===== config.mk =====
export PLATFORM = sky130hd
export DESIGN_NAME = shreg8m
export DESIGN_NICKNAME = d
export VERILOG_FILES = /design/src/rtl/shreg_pkg.sv /design/src/rtl/shreg_bit_mux.sv /design/src/rtl/shreg_shout_sel.sv /design/src/rtl/shreg8m.sv
export SDC_FILE = /design/constraint.sdc
export NUM_CORES = 1
export LEC_CHECK = 0
export ABC_AREA = 1
export BUFFER_PORTS_ARGS = -buffer_cell sky130_fd_sc_hd__buf_2
export CAP_MARGIN = 10
export CORE_UTILIZATION = 49
export CTS_BUF_LIST = sky130_fd_sc_hd__clkbuf_4 sky130_fd_sc_hd__clkbuf_8
export DETAILED_ROUTE_END_ITERATION = 16
export GPL_ROUTABILITY_DRIVEN = 0
export PLACE_DENSITY = 0.75
export SLEW_MARGIN = 0
export SYNTH_ARGS = -nofsm -noshare
export SYNTH_HDL_FRONTEND = slang
export SYNTH_HIERARCHICAL = 1
export SYNTH_SLANG_ARGS = --single-unit

===== constraint.sdc =====
create_clock -name clk -period 1.2 [get_ports clk]
set_clock_uncertainty 0.2 [all_clocks]
set_input_delay 0.24 -clock clk [delete_from_list [all_inputs] [get_ports clk]]
set_output_delay 0.24 -clock clk [all_outputs]
set_load 0.05 [all_outputs]

===== src/rtl/shreg_pkg.sv =====
package shreg_pkg;
  typedef enum logic [2:0] {
    M_KEEP = 3'd0,
    M_INV  = 3'd1,
    M_SHL  = 3'd2,
    M_SHR  = 3'd3,
    M_ROL  = 3'd4,
    M_ROR  = 3'd5,
    M_ASL  = 3'd6,
    M_ASR  = 3'd7
  } mode_e;
endpackage


===== src/rtl/shreg_bit_mux.sv =====
module shreg_bit_mux
  import shreg_pkg::*;
#(
  parameter bit IS_LSB = 1'b0,
  parameter bit IS_MSB = 1'b0
) (
  input  mode_e mode,
  input  logic  own,
  input  logic  lower,   // bit index - 1, wrapped
  input  logic  upper,   // bit index + 1, wrapped
  output logic  nxt
);
  always_comb begin
    unique case (mode)
      M_KEEP:        nxt = own;
      M_INV:         nxt = ~own;
      M_SHL, M_ASL:  nxt = IS_LSB ? 1'b0 : lower;
      M_SHR:         nxt = IS_MSB ? 1'b0 : upper;
      M_ROL:         nxt = lower;
      M_ROR:         nxt = upper;
      M_ASR:         nxt = IS_MSB ? own : upper;
      default:       nxt = own;
    endcase
  end
endmodule


===== src/rtl/shreg_shout_sel.sv =====
module shreg_shout_sel
  import shreg_pkg::*;
(
  input  mode_e mode,
  input  logic  load,
  input  logic  top_bit,
  input  logic  low_bit,
  output logic  lost
);
  always_comb begin
    if (load) begin
      lost = 1'b0;
    end else begin
      unique case (mode)
        M_SHL, M_ASL: lost = top_bit;
        M_SHR, M_ASR: lost = low_bit;
        default:      lost = 1'b0;
      endcase
    end
  end
endmodule


===== src/rtl/shreg8m.sv =====
module shreg8m
  import shreg_pkg::*;
#(
  parameter int L = 8
) (
  input  logic         clk,
  input  logic         rst,
  input  logic         en,
  input  logic         load,
  input  logic [2:0]   sel,
  input  logic [L-1:0] din,
  output logic [L-1:0] q,
  output logic         shout
);
  localparam int MSB = L - 1;

  mode_e          mode;
  logic [L-1:0]   shifted;
  logic [L-1:0]   next_q;
  logic           lost;

  assign mode = mode_e'(sel);

  for (genvar i = 0; i < L; i++) begin : g_bit
    localparam int LO = (i == 0)   ? MSB : i - 1;
    localparam int HI = (i == MSB) ? 0   : i + 1;
    shreg_bit_mux #(
      .IS_LSB(i == 0),
      .IS_MSB(i == MSB)
    ) u_mux (
      .mode (mode),
      .own  (q[i]),
      .lower(q[LO]),
      .upper(q[HI]),
      .nxt  (shifted[i])
    );
  end

  shreg_shout_sel u_shout (
    .mode   (mode),
    .load   (load),
    .top_bit(q[MSB]),
    .low_bit(q[0]),
    .lost   (lost)
  );

  assign next_q = load ? din : shifted;

  always_ff @(posedge clk) begin
    if (rst) begin
      q     <= '0;
      shout <= 1'b0;
    end else if (en) begin
      q     <= next_q;
      shout <= lost;
    end
  end


  p_reset_clears_r1: assert property (@(posedge clk)
    rst |=> (q == '0 && shout == 1'b0));


  p_idle_holds_r2: assert property (@(posedge clk) disable iff (rst)
    !en |=> ($stable(q) && $stable(shout)));


  p_load_copies_r3: assert property (@(posedge clk) disable iff (rst)
    (en && load) |=> (q == $past(din) && shout == 1'b0));


  p_invert_r5: assert property (@(posedge clk) disable iff (rst)
    (en && !load && sel == 3'd1) |=> (q == ~$past(q)));

  // rotations neither gain nor lose ones
  p_rotate_count_r8: assert property (@(posedge clk) disable iff (rst)
    (en && !load && (sel == 3'd4 || sel == 3'd5))
      |=> ($countones(q) == $countones($past(q))));


  p_sign_kept_r11: assert property (@(posedge clk) disable iff (rst)
    (en && !load && sel == 3'd7) |=> (q[MSB] == $past(q[MSB])));


  p_flag_zero_r4: assert property (@(posedge clk) disable iff (rst)
    (en && !load && (sel == 3'd0 || sel == 3'd1 || sel == 3'd4 || sel == 3'd5))
      |=> (shout == 1'b0));
endmodule


==> metrics.csv <==
metric,value,unit
grt_first_pass_wirelength,3670,µm
syn-cell-area,1030,µm²
cts_tree,built,
cts.sinks,9,
drtIter0Drc,32,
io_buffers,23,
cp-start-kind,register,
min_path_type,in2reg,
clock_latency,0.27,ns
worstMarginPinSlew,0.346,ns
netlist_top_cells_area,"nand2_1 29%, dfxtp_1 17%, inv_1 15%, nor2_1 8.4%, inv_2 7.3%",
area_growth,42.4,%
h-tree-depth,1,
setup_ws,-0.0515,ns
antenna_found_initial,0,
slew_headroom,76.9,%
start_util,52.1,%
crit_path_max_incr_delay,0.39,ns
core.rowCount,16,
cp-endpoint,q[4],
slowest_stage,dfxtp_4,
drc,0,
ant_nets,0,
numCtsBuffers,3,
ys_seq_area_share,17.4,%
arrival,0.81,ns
synth.avg_cell_area,5.02,µm²
ys_types,16,
ys_ff_latch,9,
setup_viol,14,
final_hold_viol_count,0,
die_y,47.9,µm
violations,negative setup slack,
grt_pass1_vias,952,
io_pins,24,
via_count,1216,
clock.fmax,0.799,GHz
crit_cells,1,
die_w,47.9,µm
core,1980,µm²
die_area,2300,µm²
wirelength,2660,µm
antenna_cells,0,
hpwl,1660,µm
layout-drive-gt1-share,38.5,%
power,1150,µW
rrSetupSlack,-0.04,ns
whs,0.0651,ns
period_needed,1.25,ns
period_share,104,%
synth_common_cells,"80 x nand2_1, 42 x inv_1, 23 x nor2_1",
root_buffer,clkbuf_4,
power_leakage,0.000952,µW
cp.required,0.76,ns
endpoint_kind,output pin,
vias_per_cell,4.49,
r2r_end,q[1]$_SDFFE_PP0P_,
clockBufferDepth,2,
synth_flop_cell,dfxtp_1,
synthArstFlopShare,0,%
synth.largest_area_cell,nand2_1,
clk_pin_slew_worst_paths,0.07,ns
grt_usage,22.6,%
cap_violations,0,
vdd_drop_max,0.549,mV
syn-num-nets,221,
path_cells,buf_8,
rsz0062_at_grt,true,
critical-path-top-delay-family,flip-flops,
synth-edff-count,0,
reg2reg_depth,9,
crit_buf_inv,1,
first_pass_iters,4,
place_ws,-0.189,ns
syn_inst,206,
grt_max_degree,19,
p_per_area,778,nW/µm²
grt-ovfl-total,0,
critPathKind,reg2out,
worstSetupStartpoint,q[4]$_SDFFE_PP0P_,
post-synth-top-count-cell,nand2_1,
yosysWarnings,6,
report.final.slew_viol_count,0,
synth_top_area_share,29.1,%
final_nets,260,
reg2reg_from,q[2]$_SDFFE_PP0P_,
fin_tns_setup,-0.459,ns
wire_per_inst,9.80,µm
status,"finished, violations left",
worstPathMaxFanout,5,
==> power breakdown <==
part           switching, µW  leakage, µW  total, µW  internal (µW)
combinational            292     0.000854        513            220
sequential              39.0    0.0000799        356            317
clock                    125    0.0000184        277            151
total                    457     0.000952       1150            689
==> layout make-up <==
cell class                      count  area, µm²
Sequential cell                     9        211
Tap cell                           27       33.8
Multi-Input combinational cell    131        611
Inverter                           62        233
Clock buffer                        4       30.0
Fill cell                         161        510
Timing Repair Buffer               38        353
==> worst register-to-register path, stage by stage, from the launching register on <==
cell	delay, ns
dfxtp_4	0.37
buf_6	0.12
inv_1	0.05
nand2_1	0.05
nand3_2	0.06
nand2_1	0.06
nand2_1	0.06
nand3_1	0.06
nand2_1	0.08
inv_1	0.03
==> how the worst min path moves through the flow <==
stage / startpoint / to / depth (start not counted) / slack (ns)
finish: din[5] / q[5]$_SDFFE_PP0P_ / 5 / 0.07
global route: rst / shout$_SDFFE_PP0P_ / 2 / 0.06
CTS: din[5] / q[5]$_SDFFE_PP0P_ / 5 / 0.05
detailed placement: shout$_SDFFE_PP0P_ / shout$_SDFFE_PP0P_ / 2 / 0.26
global placement: shout$_SDFFE_PP0P_ / shout$_SDFFE_PP0P_ / 2 / 0.25
floorplan: din[6] / q[6]$_SDFFE_PP0P_ / 4 / 0.24
==> cells in the final DEF (no fill, tap or decap) <==
cell / Yosys / layout
dfxtp_2: 0 / 1
nor2_2: 1 / 1
buf_6: 2 / 6
dfxtp_4: 0 / 8
nand2_2: 3 / 8
o21bai_1: 1 / 1
nand3_1: 14 / 10
nor2_1: 23 / 23
buf_2: 0 / 14
nand2_1: 80 / 75
a21oi_1: 1 / 1
nand2_4: 6 / 6
inv_2: 20 / 23
clkbuf_4: 0 / 4
buf_4: 0 / 8
nand3_2: 0 / 4
o21a_1: 1 / 1
buf_8: 1 / 9
buf_12: 0 / 1
inv_1: 42 / 39
a21oi_2: 1 / 1
==> layer usage <==
layer  vias to the layer above  track usage (%)  wire length (µm)  share of wire, %
li1                        649                -                 -                 -
met4                         0             10.0                10              0.38
met2                        24             39.7              1400                53
met5                         -                0                 0                 0
met1                       541             27.5              1170                44
met3                         2             2.64                81               3.0
==> registers in the layout (all words and copies together) (netlist names) <==
signal / flops
q: 8
shout: 1
==> kinds of logic (layout without fill, tap and decap cells) <==
family | count (synthesis) | after routing | synth area share (%)
buffers and inverters | 66 | 104 | 26.6
AOI/OAI and AO/OA | 4 | 4 | 2.78
and+or+nand+nor | 127 | 127 | 53.1
DFF | 9 | 9 | 17.4
==> what timing repair did <==
action                                  in CTS  in global routing
endpoints found under the setup margin      10                 17
setup buffers                               12                  0
resized for setup                           28                 18
pin swaps                                    0                 18
hold buffers                                 0                  0
==> stage by stage <==
stage / utilization [%] / instance area (µm²) / cells
3_5_place_dp: 60.8 / 1200 / 255
4_1_cts: 71.5 / 1420 / 271
6_report: 74.2 / 1470 / 271
2_1_floorplan: - / 1060 / 206
5_1_grt: 74.2 / 1470 / 271
3_3_place_gp: 60.8 / 1200 / 255
No activity file was read; power rests on OpenSTA's default activity.
